### src/rtl/pwr_mode_pkg.sv
package pwr_mode_pkg;

    typedef enum logic [1:0] {
        MODE_NORMAL  = 2'd0,
        MODE_LOWPWR  = 2'd1,
        MODE_STANDBY = 2'd2,
        MODE_SLEEP   = 2'd3
    } mode_code_t;

    typedef enum logic [1:0] {
        ST_ACTIVE,
        ST_STANDBY,
        ST_SLEEP,
        ST_WAKE
    } pstate_t;

    typedef struct packed {
        logic       osc;
        logic       bias;
        logic       analog;
        logic       filter;
        logic       low_power;
        logic       ready;
        mode_code_t mode;
    } pwr_out_t;

    localparam pwr_out_t OUT_RESET = '{osc: 1'b1, bias: 1'b1, analog: 1'b1,
                                       filter: 1'b1, low_power: 1'b0,
                                       ready: 1'b1, mode: MODE_NORMAL};

endpackage

### src/rtl/pwr_cmd_decode.sv
module pwr_cmd_decode #(
    parameter int CMD_W    = 8,
    parameter int SAVE_BIT = 3,
    parameter int MARK_BIT = 7
) (
    input  logic             cmd_valid,
    input  logic [CMD_W-1:0] cmd_word,
    output logic             save_req,
    output logic             wake_req
);
    localparam logic [CMD_W-1:0] USED_MASK = (CMD_W'(1) << SAVE_BIT) | (CMD_W'(1) << MARK_BIT);

    logic cmd_unused;
    assign cmd_unused = ^(cmd_word & ~USED_MASK);

    always_comb begin
        save_req = cmd_valid & cmd_word[SAVE_BIT] &  cmd_word[MARK_BIT];
        wake_req = cmd_valid & cmd_word[SAVE_BIT] & ~cmd_word[MARK_BIT];
    end
endmodule

### src/rtl/pwr_wake_timer.sv
module pwr_wake_timer #(
    parameter int WAKE_TICKS = 16384
) (
    input  logic clk,
    input  logic rst_n,
    input  logic run,
    input  logic tick,
    output logic expire
);
    localparam int CW = $clog2(WAKE_TICKS + 1);
    localparam logic [CW-1:0] LAST = CW'(WAKE_TICKS - 1);
    localparam logic [CW-1:0] LIMIT = CW'(WAKE_TICKS);

    logic [CW-1:0] cnt;

    always_ff @(posedge clk) begin
        if (!rst_n) begin
            cnt <= '0;
        end else if (!run) begin
            cnt <= '0;
        end else if (tick) begin
            cnt <= cnt + 1'b1;
        end
    end

    assign expire = run & tick & (cnt == LAST);

    // the tick count never passes the wake length
    a_r7_count_bounded: assert property (@(posedge clk) disable iff (!rst_n)
        run |-> (cnt < LIMIT));

    // the count restarts from zero for each new wake
    a_r7_count_restarts: assert property (@(posedge clk) disable iff (!rst_n)
        !run |=> (cnt == '0));
endmodule

### src/rtl/pwr_fsm.sv
module pwr_fsm
    import pwr_mode_pkg::*;
(
    input  logic     clk,
    input  logic     rst_n,
    input  logic     save_req,
    input  logic     wake_req,
    input  logic     expire,
    input  logic     lp_sel,
    input  logic     sleep_sel,
    output logic     waking,
    output pwr_out_t out_q
);
    pstate_t  state, nxt;
    logic     target_lp;
    logic     lp_eff;
    pwr_out_t out_d;

    always_comb begin
        nxt = state;
        unique case (state)
            ST_ACTIVE:  if (save_req) nxt = sleep_sel ? ST_SLEEP : ST_STANDBY;
            ST_STANDBY: if (wake_req) nxt = ST_ACTIVE;
            ST_SLEEP:   if (wake_req) nxt = ST_WAKE;
            ST_WAKE:    if (expire)   nxt = ST_ACTIVE;
        endcase
    end

    always_ff @(posedge clk) begin
        if (!rst_n) begin
            state     <= ST_ACTIVE;
            target_lp <= 1'b0;
        end else begin
            state <= nxt;
            if (state == ST_SLEEP && wake_req) target_lp <= lp_sel;
        end
    end

    always_comb begin
        lp_eff = (state == ST_WAKE) ? target_lp : lp_sel;
        out_d  = '0;
        unique case (nxt)
            ST_ACTIVE: begin
                out_d.osc       = 1'b1;
                out_d.bias      = 1'b1;
                out_d.analog    = 1'b1;
                out_d.filter    = 1'b1;
                out_d.ready     = 1'b1;
                out_d.low_power = lp_eff;
                out_d.mode      = lp_eff ? MODE_LOWPWR : MODE_NORMAL;
            end
            ST_STANDBY: begin
                out_d.osc  = 1'b1;
                out_d.bias = 1'b1;
                out_d.mode = MODE_STANDBY;
            end
            ST_SLEEP: begin
                out_d.mode = MODE_SLEEP;
            end
            ST_WAKE: begin
                out_d.osc  = 1'b1;
                out_d.mode = MODE_SLEEP;
            end
        endcase
    end

    always_ff @(posedge clk) begin
        if (!rst_n) out_q <= OUT_RESET;
        else        out_q <= out_d;
    end

    assign waking = (state == ST_WAKE);

    // one word is never both a save and a wake
    a_r3_decode_exclusive: assert property (@(posedge clk) disable iff (!rst_n)
        !(save_req && wake_req));

    // standby keeps the oscillator and bias on, the filter off
    a_r4_standby_clocks: assert property (@(posedge clk) disable iff (!rst_n)
        (out_q.mode == MODE_STANDBY) |-> (out_q.osc && out_q.bias && !out_q.filter && !out_q.ready));

    // sleep state shows every enable off
    a_r5_sleep_dark: assert property (@(posedge clk) disable iff (!rst_n)
        (state == ST_SLEEP) |-> (!out_q.osc && !out_q.bias && !out_q.analog && !out_q.filter));

    // while counting, oscillator on and not ready
    a_r7_ready_low_counting: assert property (@(posedge clk) disable iff (!rst_n)
        (state == ST_WAKE) |-> (out_q.osc && !out_q.ready && out_q.mode == MODE_SLEEP));

    // nothing but the expiry ends the wake count
    a_r8_wake_holds: assert property (@(posedge clk) disable iff (!rst_n)
        (state == ST_WAKE && !expire) |=> (state == ST_WAKE));

    // a wake command cannot move the active state
    a_r10_active_stays: assert property (@(posedge clk) disable iff (!rst_n)
        (state == ST_ACTIVE && !save_req) |=> (state == ST_ACTIVE));
endmodule

### src/rtl/pwr_mode_ctrl.sv
module pwr_mode_ctrl
    import pwr_mode_pkg::*;
#(
    parameter int CFG_W      = 24,
    parameter int LP_BIT     = 16,
    parameter int SLEEP_BIT  = 4,
    parameter int CMD_W      = 8,
    parameter int SAVE_BIT   = 3,
    parameter int MARK_BIT   = 7,
    parameter int WAKE_TICKS = 16384
) (
    input  logic             clk,
    input  logic             rst_n,
    input  logic             tick,
    input  logic [CFG_W-1:0] cfg,
    input  logic             cmd_valid,
    input  logic [CMD_W-1:0] cmd_word,
    output logic             osc_en,
    output logic             bias_en,
    output logic             analog_en,
    output logic             filter_en,
    output logic             low_power,
    output logic             ready,
    output logic [1:0]       mode
);
    localparam logic [CFG_W-1:0] CFG_MASK = (CFG_W'(1) << LP_BIT) | (CFG_W'(1) << SLEEP_BIT);

    logic     cfg_unused;
    logic     save_req, wake_req, expire, waking;
    pwr_out_t out_q;

    assign cfg_unused = ^(cfg & ~CFG_MASK);

    pwr_cmd_decode #(.CMD_W(CMD_W), .SAVE_BIT(SAVE_BIT), .MARK_BIT(MARK_BIT)) i_dec (
        .cmd_valid (cmd_valid),
        .cmd_word  (cmd_word),
        .save_req  (save_req),
        .wake_req  (wake_req)
    );

    pwr_wake_timer #(.WAKE_TICKS(WAKE_TICKS)) i_tmr (
        .clk    (clk),
        .rst_n  (rst_n),
        .run    (waking),
        .tick   (tick),
        .expire (expire)
    );

    pwr_fsm i_fsm (
        .clk       (clk),
        .rst_n     (rst_n),
        .save_req  (save_req),
        .wake_req  (wake_req),
        .expire    (expire),
        .lp_sel    (cfg[LP_BIT]),
        .sleep_sel (cfg[SLEEP_BIT]),
        .waking    (waking),
        .out_q     (out_q)
    );

    assign osc_en    = out_q.osc;
    assign bias_en   = out_q.bias;
    assign analog_en = out_q.analog;
    assign filter_en = out_q.filter;
    assign low_power = out_q.low_power;
    assign ready     = out_q.ready;
    assign mode      = out_q.mode;

    // low-power flag agrees with the active mode code
    a_r2_lp_matches_mode: assert property (@(posedge clk) disable iff (!rst_n)
        ready |-> (low_power == (mode == 2'd1)));
endmodule

### config.mk
export PLATFORM = sky130hd
export DESIGN_NAME = pwr_mode_ctrl
export DESIGN_NICKNAME = d
export VERILOG_FILES = /design/src/rtl/pwr_mode_pkg.sv /design/src/rtl/pwr_cmd_decode.sv /design/src/rtl/pwr_wake_timer.sv /design/src/rtl/pwr_fsm.sv /design/src/rtl/pwr_mode_ctrl.sv
export SDC_FILE = /design/constraint.sdc
export NUM_CORES = 1
export LEC_CHECK = 0
export ABC_AREA = 1
export BUFFER_PORTS_ARGS = -buffer_cell sky130_fd_sc_hd__buf_2
export CORE_ASPECT_RATIO = 1.5
export CORE_MARGIN = 2
export CORE_UTILIZATION = 25
export DETAILED_ROUTE_END_ITERATION = 10
export PLACE_DENSITY = 0.58
export SYNTH_ARGS = -nofsm -noshare
export SYNTH_HDL_FRONTEND = slang
export SYNTH_SLANG_ARGS = --single-unit
### constraint.sdc
create_clock -name clk -period 1.58 [get_ports clk]
set_input_delay 0.158 -clock clk [delete_from_list [all_inputs] [get_ports clk]]
set_output_delay 0.158 -clock clk [all_outputs]
set_load 0.1 [all_outputs]
==> Implementation_results.wiki, run 1 <==
{| class="wikitable"
! Metric !! Value
|-
| Element type at the critical path end || flip-flop
|-
| Number of stages on the worst hold path || 2
|-
| Count of flip-flops with a built-in enable after synthesis || 0
|-
| # clock sinks || 24
|-
| Initial Utilization || 26.3%
|-
| Internal reg-to-reg setup slack || 0.14 ns
|-
| Required arrival time at the worst endpoint || roughly 1.7 ns
|-
| Net count reported at finish || 203
|-
| H-Tree Depth || 1
|-
| Number of antenna violations at the first check in global routing || 0
|-
| GRT Resource Usage Total || 9.04%
|-
| Post-route DRC violation count || 0
|-
| Number of top-level pins || 44
|-
| Core region area || 0.00428 mm²
|-
| Min cycle time layout || 1.44 ns
|-
| Length in cells of the worst reg-to-reg path || 8
|-
| Clock transition time at the flip-flop clock pins of the worst setup and hold paths || 0.09 ns
|-
| Half-perimeter wire length after placement || 1580 µm
|-
| Overall power after layout || around 0.0013 W
|-
| Class of the tightest hold or removal check || in2reg
|-
| Total leakage power || 0.529 nW
|-
| Critical path endpoint || i_tmr.cnt[14]$_SDFFE_PN0P_
|-
| Die width || 58.8 µm
|-
| Endpoint arrival time on the critical path || 1.61 ns
|-
| Async set or reset register ratio after synthesis || 0%
|-
| Number of diodes added for antenna fixing || 0
|-
| Most frequent cells in the layout || nand2_1, dfxtp_1, inv_1
|-
| Max clock buf depth || 2
|-
| Cell chosen for the clock root || clkbuf_8
|-
| Count of synthesis-stage warnings from yosys || 0
|-
| Total Routed Length || 1980 µm
|-
| Actual slew at the worst max-slew pin || 0.489 ns
|-
| Post-route insts no fill || 211
|-
| Synth Register Bits || 24
|-
| Maximum vdd ir drop || around 0.36 mV
|-
| Placed Instances || slightly above 200
|-
| Aggregate global routing overflow || 0
|-
| Worst-case setup margin in the final layout || about 0.14 ns
|-
| Full die area || between 0.005 and 0.006 mm²
|-
| Syn_nets || between 150 and 200
|-
| Inserted Clock Buffers || 3
|-
| CTS tree || built
|-
| F_max || 692 MHz
|-
| Mean Syn Cell Area || 7.67 µm²
|-
| Die height || 86.2 µm
|-
| Crit start category || flip-flop
|-
| Type of the worst setup path || reg2reg
|-
| Pre-CTS setup slack || ~0.14 ns
|-
| DRT antenna net count || 0
|-
| Routability-driven placement congestion ratio || 0.767
|-
| Wirelength per Cell || 9.40 µm
|-
| Most common library cell in the layout ignoring fill and taps || nand2_1
|-
| Worst setup path startpoint || i_tmr.cnt[1]$_SDFFE_PN0P_
|-
| Reg-to-reg startpoint || i_tmr.cnt[1]$_SDFFE_PN0P_
|-
| Tightest slew margin relative to the limit || between 60 and 70%
|-
| Clock latency of the later-clocked register in the worst-skew pair || about 0.27 ns
|-
| Total power divided by cell area || a little under 1000 mW/mm²
|-
| Standard-cell row count || 29
|-
| Proportion of synthesized chip area in sequential cells || 42.6%
|-
| Dominant register cell in the synthesized netlist || dfxtp_1
|-
| Final count of negative-setup-slack endpoints || 0
|-
| Share of final-layout standard cells stronger than drive strength 1 || 21.2%
|-
| Detailed-route via count || 931
|-
| Final instance area || between 0.001 and 0.0015 mm²
|-
| Worst hold margin || 0.128 ns
|-
| Syn Std Cell Area || 0.00113 mm²
|-
| First-pass DRT Iterations || 4
|-
| Layout overhead on the synthesized area || 18.1%
|-
| Hold violation count in the final report || 0
|-
| Yosys cell types || 25
|-
| Number of DRC markers after the initial detailed-route iteration || 14
|-
| Max-cap check violation count || 0
|-
| Number of global-route vias before repair || 898
|-
| Final worst path period share || 91.4%
|-
| Status || complete, no violations
|-
| Reg2reg end || i_tmr.cnt[14]$_SDFFE_PN0P_
|-
| Maximum number of pins on one net before global-route repair || 15
|-
| Instance area at placement || ~0.0013 mm²
|-
| Setup skew after layout || 0.00557 ns
|-
| Max-slew violation count || 0
|-
| First-pass GRT wire length || 3640 µm
|-
| Largest fanout on the critical path || 3
|-
| Synthesized netlist cell count || 147
|-
| Via count normalized by instance count || 4.41
|-
| Number of input and output port buffers inserted || 15
|}
==> worst min path at each step <==
stage                                            to  startpoint
after global routing      i_fsm.out_q[2]$_SDFF_PN1_       rst_n
after CTS                 i_fsm.out_q[2]$_SDFF_PN1_       rst_n
after floorplan           i_fsm.out_q[2]$_SDFF_PN1_       rst_n
after global placement    i_fsm.out_q[2]$_SDFF_PN1_       rst_n
final                     i_fsm.out_q[2]$_SDFF_PN1_       rst_n
after detailed placement  i_fsm.out_q[2]$_SDFF_PN1_       rst_n
==> flip-flops by register name, summed over array words and instances, names as in the netlist <==
signal	cells
i_tmr.cnt	15
i_fsm.out_q	6
i_fsm.state	2
i_fsm.target_lp	1
==> where the power goes <==
part | switching [W] | total [W] | internal, W
Sequential | 0.00000490 | 0.000621 | 0.000616
Combinational | 0.000129 | 0.000154 | 0.0000250
Clock | 0.000198 | 0.000537 | 0.000339
==> worst max-delay path: stages, from the launching register on <==
cell	delay, ns
dfxtp_1	0.37
ha_2	0.20
nand2_1	0.09
nor2_4	0.13
nand3_1	0.10
nor2_2	0.14
nand3_1	0.10
o21ai_0	0.16
nor2_1	0.05
==> layout make-up <==
cell class / count / area, µm²
fillers: 470 / 2950
well taps: 46 / 57.6
clock buffers: 3 / 41.3
inverters: 20 / 75.1
repair buffers: 17 / 90.1
multi-input cells: 100 / 557
clock inverters: 1 / 30.0
flip-flops and latches: 24 / 480
==> cells in the mapped netlist (2+ instances only) <==
cell type   n  area [µm²]
a21oi_1    13        65.1
nor2_2      2        12.5
nand2_1    29         109
nand3_4     2        35.0
o21a_1      2        15.0
buf_4       3        22.5
o21ai_0     9        45.0
inv_1      19        71.3
nor2_4      2        22.5
dfxtp_1    24         480
nand3_1    10        50.1
nor2_1     17        63.8
nor3_1      3        15.0
==> per-stage QoR <==
stage	util [%]	TNS (ns)
floorplan	-	0
global placement	29.3	0
detailed placement	29.3	0
CTS	30.9	0
global route	31.1	-0.0202
finish	31.1	0
==> what timing repair did <==
action | CTS | global route
endpoints found under the setup margin | 0 | 5
hold endpoints to repair | 0 | 0
gates resized for setup | 0 | 2
hold buffers | 0 | 0
buffers inserted | 0 | 0
==> layer usage <==
| layer | up-vias | wire [µm] | global-route usage, % |
|---|---|---|---|
| li1 | 509 | - | - |
| met1 | 406 | 875 | 10.3 |
| met2 | 12 | 1010 | 15.6 |
| met3 | 4 | 33 | 0.149 |
| met4 | 0 | 61 | 6.82 |
| met5 | - | 0 | 0 |
==> cell families (layout without fill, tap and decap cells) <==
| family | Yosys count | in the layout | synth area share (%) |
|---|---|---|---|
| xor gates and xnor gates | 1 | 1 | 0.777 |
| adders and majority gates | 1 | 1 | 1.11 |
| buffers and inverters | 23 | 41 | 8.66 |
| DFF | 24 | 24 | 42.6 |
| and+or+nand+nor | 72 | 72 | 34.1 |
| AOI/OAI and AO/OA | 26 | 26 | 12.8 |
Note: power is estimated with default switching activity, not from simulation.
==> inputs of run 2 (changes only) <==
ABC_AREA = 0   (was 1)
PLACE_DENSITY = 0.59   (was 0.58)
==> run 2 against run 1 <==
Die area fell by 10%. Synthesized area fell by 11%. Flip-flop and latch count did not move. Critical path depth fell by 4. Sequential share of layout area rose by 1.4 points. Worst setup slack got worse by 0.12 ns. Non-clock buffer count rose by 11. Count of clock-buffer cells in the layout rose by 1. Utilization rose by 2.3 points. First-iteration DRC count rose by 57%.
==> Implementation_results.wiki, run 2 <==
{| class="wikitable"
! Metric !! Value
|-
| Max-cap check violation count || 0
|-
| Clock transition time at the flip-flop clock pins of the worst setup and hold paths || 0.08 ns
|-
| Final instance area || about 0.0013 mm²
|-
| Post-route DRC violation count || 0
|-
| Most frequent cells in the layout || dfxtp_1, buf_2, nor2_1
|-
| Layout overhead on the synthesized area || 29.3%
|-
| Proportion of synthesized chip area in sequential cells || around 48%
|-
| Total length of routed met3 wires || 89 µm
|-
| Overall power after layout || 0.00118 W
|-
| DRT antenna net count || 0
|-
| Number of stages on the worst hold path || 2
|-
| Hold path startpoint || rst_n
|-
| Setup skew after layout || 0.00652 ns
|-
| Element type at the critical path end || flip-flop
|-
| Biggest register || i_tmr.cnt
|-
| Total leakage power || 0.467 nW
|-
| Hold violation count in the final report || 0
|-
| Number of diodes added for antenna fixing || 0
|-
| Most common library cell in the layout ignoring fill and taps || dfxtp_1
|-
| Share of final-layout standard cells stronger than drive strength 1 || 32.1%
|-
| Largest fanout on the critical path || 4
|-
| Max-slew violation count || 0
|-
| Reg2reg end || i_tmr.cnt[13]$_SDFFE_PN0P_
|-
| Crit start category || flip-flop
|-
| Inserted Clock Buffers || 3
|-
| Max clock buf depth || 2
|-
| Total power divided by cell area || roughly 910 mW/mm²
|-
| First-pass DRT Iterations || 4
|-
| Number of buffer and inverter instances along the worst setup path || 0
|-
| Min cycle time layout || ~1.6 ns
|-
| Number of top-level pins || 44
|-
| Synth Register Bits || 24
|-
| Uppermost routed layer || met4
|-
| Wirelength per Cell || 10.5 µm
|-
| Maximum single-stage delay on the critical path || around 0.48 ns
|-
| Class of the tightest hold or removal check || in2reg
|-
| Dominant register cell in the synthesized netlist || dfxtp_1
|-
| Net count reported at finish || 178
|-
| Top delay family on crit path || simple AND/OR/NAND/NOR gates
|-
| Core region area || 0.00389 mm²
|-
| Number of antenna violations at the first check in global routing || 0
|-
| Aggregate global routing overflow || 0
|-
| Top cells by instance count after synthesis || dfxtp_1, nor2_1, nand2_1, a21oi_1, o21ai_0
|-
| Cell types occupying the most area after synthesis || dfxtp_1, nor2_1, xnor2_1, xor2_1, a21oi_1
|-
| Final count of negative-setup-slack endpoints || 0
|-
| Initial Utilization || 25.8%
|-
| Number of DRC markers after the initial detailed-route iteration || 22
|-
| Routability-driven placement congestion ratio || 0.687
|-
| Internal reg-to-reg setup slack || 0.02 ns
|-
| Syn_nets || 148
|-
| Instance area at placement || 0.00121 mm²
|-
| Number of input and output port buffers inserted || 15
|-
| Biggest regs || i_tmr.cnt (15), i_fsm.out_q (6), i_fsm.state (2)
|-
| Fillers || 417
|-
| Length in cells of the worst reg-to-reg path || 4
|-
| Syn Std Cell Area || 0.00100 mm²
|-
| Required arrival time at the worst endpoint || approximately 1.8 ns
|-
| Hold Buf Count CTS || 0
|-
| Detailed-route via count || 862
|-
| Status || complete, no violations
|-
| Flip-flop count of the largest register, all copies and words added || 15
|-
| Full die area || approximately 0.0045 mm²
|-
| Type of the worst setup path || reg2reg
|-
| Standard-cell row count || 28
|-
| Met2 WL || 1020 µm
|-
| Yosys cell types || 29
|-
| H-Tree Depth || 1
|-
| Post-CTS Setup Bufs || 0
|-
| F_max || 641 MHz
|-
| Via count normalized by instance count || 4.66
|-
| GRT Resource Usage Total || 9.67%
|-
| Half-perimeter wire length after placement || 1500 µm
|-
| # clock sinks || 24
|-
| CTS tree || built
|-
| Most numerous cell in the Yosys netlist || dfxtp_1
|-
| Count of flip-flops with a built-in enable after synthesis || 0
|-
| Worst path slowest cell || or4b_4
|-
| Placed Instances || 181
|-
| Synthesized netlist cell count || about 110
|-
| Number of global-route vias before repair || 890
|-
| Post-route insts no fill || 185
|-
| Cell taking the most area after synthesis || dfxtp_1
|-
| Final TNS setup || 0 ns
|-
| Maximum number of pins on one net before global-route repair || 16
|-
| Endpoint arrival time on the critical path || approximately 1.8 ns
|-
| Tightest slew margin relative to the limit || 67.6%
|-
| Met1 wire length || 799 µm
|-
| Total Routed Length || between 1500 and 2000 µm
|-
| Cell chosen for the clock root || clkbuf_8
|-
| Async set or reset register ratio after synthesis || 0%
|-
| Clock latency of the later-clocked register in the worst-skew pair || 0.27 ns
|-
| RSZ-0062 raised after global routing || true
|-
| Cell Chain, Critical Path || and4_4 > or4b_4 > or3_4 > a21oi_2
|-
| Sink of the worst hold path || i_fsm.out_q[2]$_SDFF_PN1_
|-
| Mean Syn Cell Area || 9.04 µm²
|-
| Reg-to-reg startpoint || i_tmr.cnt[1]$_SDFFE_PN0P_
|-
| Count of synthesis-stage warnings from yosys || 0
|-
| Maximum vdd ir drop || roughly 0.45 mV
|-
| Share of Yosys cell area claimed by the top area cell type || 47.9%
|-
| Final worst path period share || a little over nine tenths
|-
| Actual slew at the worst max-slew pin || slightly below 0.5 ns
|-
| Die width || 55.7 µm
|-
| Die height || 81.6 µm
|-
| First-pass GRT wire length || between 3000 and 4000 µm
|}
==> run 2: layer usage <==
metal | up-vias | track usage (%)
met2 | 17 | 19.4
met4 | 0 | 5.85
met3 | 4 | 2.20
met1 | 399 | 8.65
li1 | 442 | -
met5 | - | 0
==> run 2: report_power, final <==
group	switching, W	total [W]	internal [W]
sequential	0.00000508	0.000620	0.000615
clock	0.000186	0.000408	0.000222
combinational	0.000120	0.000149	0.0000294
total	0.000311	0.00118	0.000867
==> run 2: layout make-up <==
type	instances	area [µm²]	area share (%)
clock buffer	4	55.1	4.24
timing repair buffer	28	173	13.3
inverter	5	18.8	1.45
multi-input combinational	79	508	39.2
sequential	24	487	37.5
tap	45	56.3	4.34
==> run 2: repair_timing <==
item | CTS | global route
setup endpoints to repair | 2 | 6
resized for setup | 2 | 8
pin swaps | 0 | 1
==> run 2: worst register-to-register path, stage by stage (launching register included) <==
cell and delay (ns):
dfxtp_2 0.34, and4_4 0.21, or4b_4 0.48, or3_4 0.35, a21oi_2 0.12
==> run 2: worst max path at each step <==
stage	start	to	cells past startpoint
floorplan	i_tmr.cnt[4]$_SDFFE_PN0P_	i_tmr.cnt[11]$_SDFFE_PN0P_	4
global placement	i_tmr.cnt[1]$_SDFFE_PN0P_	i_tmr.cnt[13]$_SDFFE_PN0P_	4
detailed placement	i_tmr.cnt[1]$_SDFFE_PN0P_	i_tmr.cnt[11]$_SDFFE_PN0P_	4
CTS	i_tmr.cnt[6]$_SDFFE_PN0P_	i_tmr.cnt[11]$_SDFFE_PN0P_	4
global route	i_tmr.cnt[1]$_SDFFE_PN0P_	i_tmr.cnt[13]$_SDFFE_PN0P_	4
finish	i_tmr.cnt[1]$_SDFFE_PN0P_	i_tmr.cnt[13]$_SDFFE_PN0P_	4
==> run 2: logic make-up after synthesis <==
| group | synth area share, % |
|---|---|
| AOI/OAI and AO/OA | 9.97 |
| xor gates and xnor gates | 8.73 |
| adders and majority gates | 1.25 |
| buffers and inverters | 3.74 |
| DFF | 47.9 |
| muxes | 2.00 |
| and+or+nand+nor | 26.4 |
==> run 2: per-stage QoR <==
stage,setup slack (ns),hold WS (ns),util [%]
floorplan,0.0173,0.230,-
global placement,0.0487,0.399,31.2
detailed placement,-0.00105,0.398,31.2
CTS,0.00315,0.122,32.7
global route,-0.0459,0.147,33.4
finish,0.0199,0.139,33.4
==> inputs of run 3 (changes only) <==
CORE_UTILIZATION = 45   (was 25)
PLACE_DENSITY = 0.88   (was 0.59)
==> run 3 against run 2 <==
The flow now finishes with violations (setup timing). Worst setup slack got worse by 0.039 ns. Clock power grew 10%. Via count grew 3.8%. Flip-flop and latch count is the same. Sequential share of layout area is 0.82 points higher. Final cell count shrank 12%. Die area down 42%. Largest cell class unchanged. Highest routed layer unchanged.
==> Implementation_results.wiki, run 3 (synthesis gave the netlist of run 2 again) <==
{| class="wikitable"
! Metric !! Value
|-
| Layout overhead on the synthesized area || 27.2%
|-
| Final count of negative-setup-slack endpoints || 1
|-
| First-pass GRT wire length || roughly 3400 µm
|-
| Number of DRC markers after the initial detailed-route iteration || 10
|-
| Via count normalized by instance count || 5.52
|-
| Total leakage power || around 0.47 nW
|-
| Crit start category || flip-flop
|-
| Instance area at placement || 0.00116 mm²
|-
| Total power divided by cell area || approximately 960 mW/mm²
|-
| # clock sinks || 24
|-
| Placed Instances || between 150 and 200
|-
| Final instance area || ~0.0013 mm²
|-
| Biggest regs || i_tmr.cnt (15), i_fsm.out_q (6), i_fsm.state (2)
|-
| Overall power after layout || 0.00122 W
|-
| Biggest register || i_tmr.cnt
|-
| Max-cap check violation count || 0
|-
| Full die area || 0.00263 mm²
|-
| Aggregate global routing overflow || 0
|-
| Routability-driven placement congestion ratio || 0.820
|-
| Hold violation count in the final report || 0
|-
| H-Tree Depth || 1
|-
| Share of final-layout standard cells stronger than drive strength 1 || 34.3%
|-
| Core utilization of the finished layout || 61.4%
|-
| Maximum number of pins on one net before global-route repair || 16
|-
| Hold Buf Count CTS || 0
|-
| Net count reported at finish || 178
|-
| Number of top-level pins || 44
|-
| Endpoint arrival time on the critical path || 1.85 ns
|-
| Actual slew at the worst max-slew pin || about 0.64 ns
|-
| Final TNS setup || -0.0187 ns
|-
| Post-route DRC violation count || 0
|-
| Half-perimeter wire length after placement || 1500 µm
|-
| Max-slew violation count || 0
|-
| Worst-case setup margin in the final layout || -0.0187 ns
|-
| Initial Utilization || between 40 and 50%
|-
| Standard-cell row count || 20
|-
| Min cycle time layout || 1.60 ns
|-
| Largest fanout on the critical path || 4
|-
| Type of the worst setup path || reg2reg
|-
| Fillers || 186
|-
| CTS tree || built
|-
| Max clock buf depth || 2
|-
| Flip-flop count of the largest register, all copies and words added || 15
|-
| Die width || between 40 and 50 µm
|-
| Number of antenna violations at the first check in global routing || 0
|-
| Storage cell area || roughly 490 µm²
|-
| Maximum vdd ir drop || 0.647 mV
|-
| Setup skew after layout || around 0.0047 ns
|-
| Inserted Clock Buffers || 3
|-
| Post-route insts no fill || around 160
|-
| Most frequent cells in the layout || dfxtp_1, buf_2, nor2_1
|-
| Total Routed Length || 2090 µm
|-
| F_max || between 600 and 700 MHz
|-
| Area taken by multi-input logic gates || 515 µm²
|-
| Cell chosen for the clock root || clkbuf_4
|-
| Most common library cell in the layout ignoring fill and taps || dfxtp_1
|-
| Element type at the critical path end || flip-flop
|-
| First-pass DRT Iterations || 4
|-
| Clock latency of the later-clocked register in the worst-skew pair || 0.32 ns
|-
| Tightest slew margin relative to the limit || 57.4%
|-
| Detailed-route via count || about 900
|-
| Class of the tightest hold or removal check || in2reg
|-
| Required arrival time at the worst endpoint || 1.83 ns
|-
| Number of input and output port buffers inserted || 15
|-
| Status || finished, violations left
|-
| Number of diodes added for antenna fixing || 0
|-
| Clock transition time at the flip-flop clock pins of the worst setup and hold paths || 0.14 ns
|-
| Core region area || 0.00208 mm²
|-
| Number of global-route vias before repair || 918
|-
| Die height || 61.8 µm
|-
| Final worst path period share || 101%
|-
| Violations in the final reports || setup timing
|-
| Wirelength per Cell || 12.9 µm
|-
| RSZ-0062 raised after global routing || true
|-
| DRT antenna net count || 0
|-
| GRT Resource Usage Total || 17.0%
|}
-- run 3: metrics by stage --
stage          setup WS (ns)  hold WS [ns]
5_1_grt              -0.0873        0.0558
6_report             -0.0187        0.0632
3_5_place_dp         -0.0371         0.403
4_1_cts             -0.00581        0.0613
3_3_place_gp          0.0322         0.401
2_1_floorplan         0.0173         0.230
-- run 3: cell type report --
cell class	instances	area share, %
inverter	5	1.47
timing repair buffer	28	13.5
clock inverter	1	2.35
multi-input combinational	79	40.4
tap	22	2.16
sequential	24	38.3
clock buffer	3	1.76
-- run 3: path summary, 6_finish.rpt --
check / slack, ns / to / start / depth (start not counted)
hold / removal: 0.06 / i_fsm.out_q[2]$_SDFF_PN1_ / rst_n / 2
hold reg to reg: 0.50 / i_tmr.cnt[8]$_SDFFE_PN0P_ / i_tmr.cnt[8]$_SDFFE_PN0P_ / 2
setup / recovery: -0.02 / i_tmr.cnt[13]$_SDFFE_PN0P_ / i_tmr.cnt[1]$_SDFFE_PN0P_ / 4
setup reg to reg: -0.02 / i_tmr.cnt[13]$_SDFFE_PN0P_ / i_tmr.cnt[1]$_SDFFE_PN0P_ / 4
-- run 3: what timing repair did --
item                       in CTS  in global routing
buffers inserted                1                  2
resized for setup               4                 10
pin swaps                       1                  1
setup endpoints to repair       2                 10
hold endpoints to repair        0                  0
-- run 3: routing by layer --
metal | track usage [%] | share of wire [%] | vias to the layer above | wire length [µm]
met5 | 0 | 0 | - | 0
met4 | 10.3 | 1.4 | 0 | 30
met3 | 1.73 | 3.5 | 5 | 73
met2 | 36.3 | 57 | 19 | 1180
met1 | 14.9 | 38 | 424 | 798
li1 | - | - | 447 | -
-- run 3: power by group --
group          switching (W)  internal [W]  total [W]
clock               0.000193      0.000257   0.000450
combinational       0.000120     0.0000283   0.000149
sequential        0.00000518      0.000616   0.000621
total               0.000319      0.000901    0.00122
-- run 3: worst max-delay path, stage by stage, from the launching register on --
cell and delay (ns):
dfxtp_2 0.36, and4_4 0.22, or4b_4 0.48, or3_4 0.34
a21oi_2 0.12
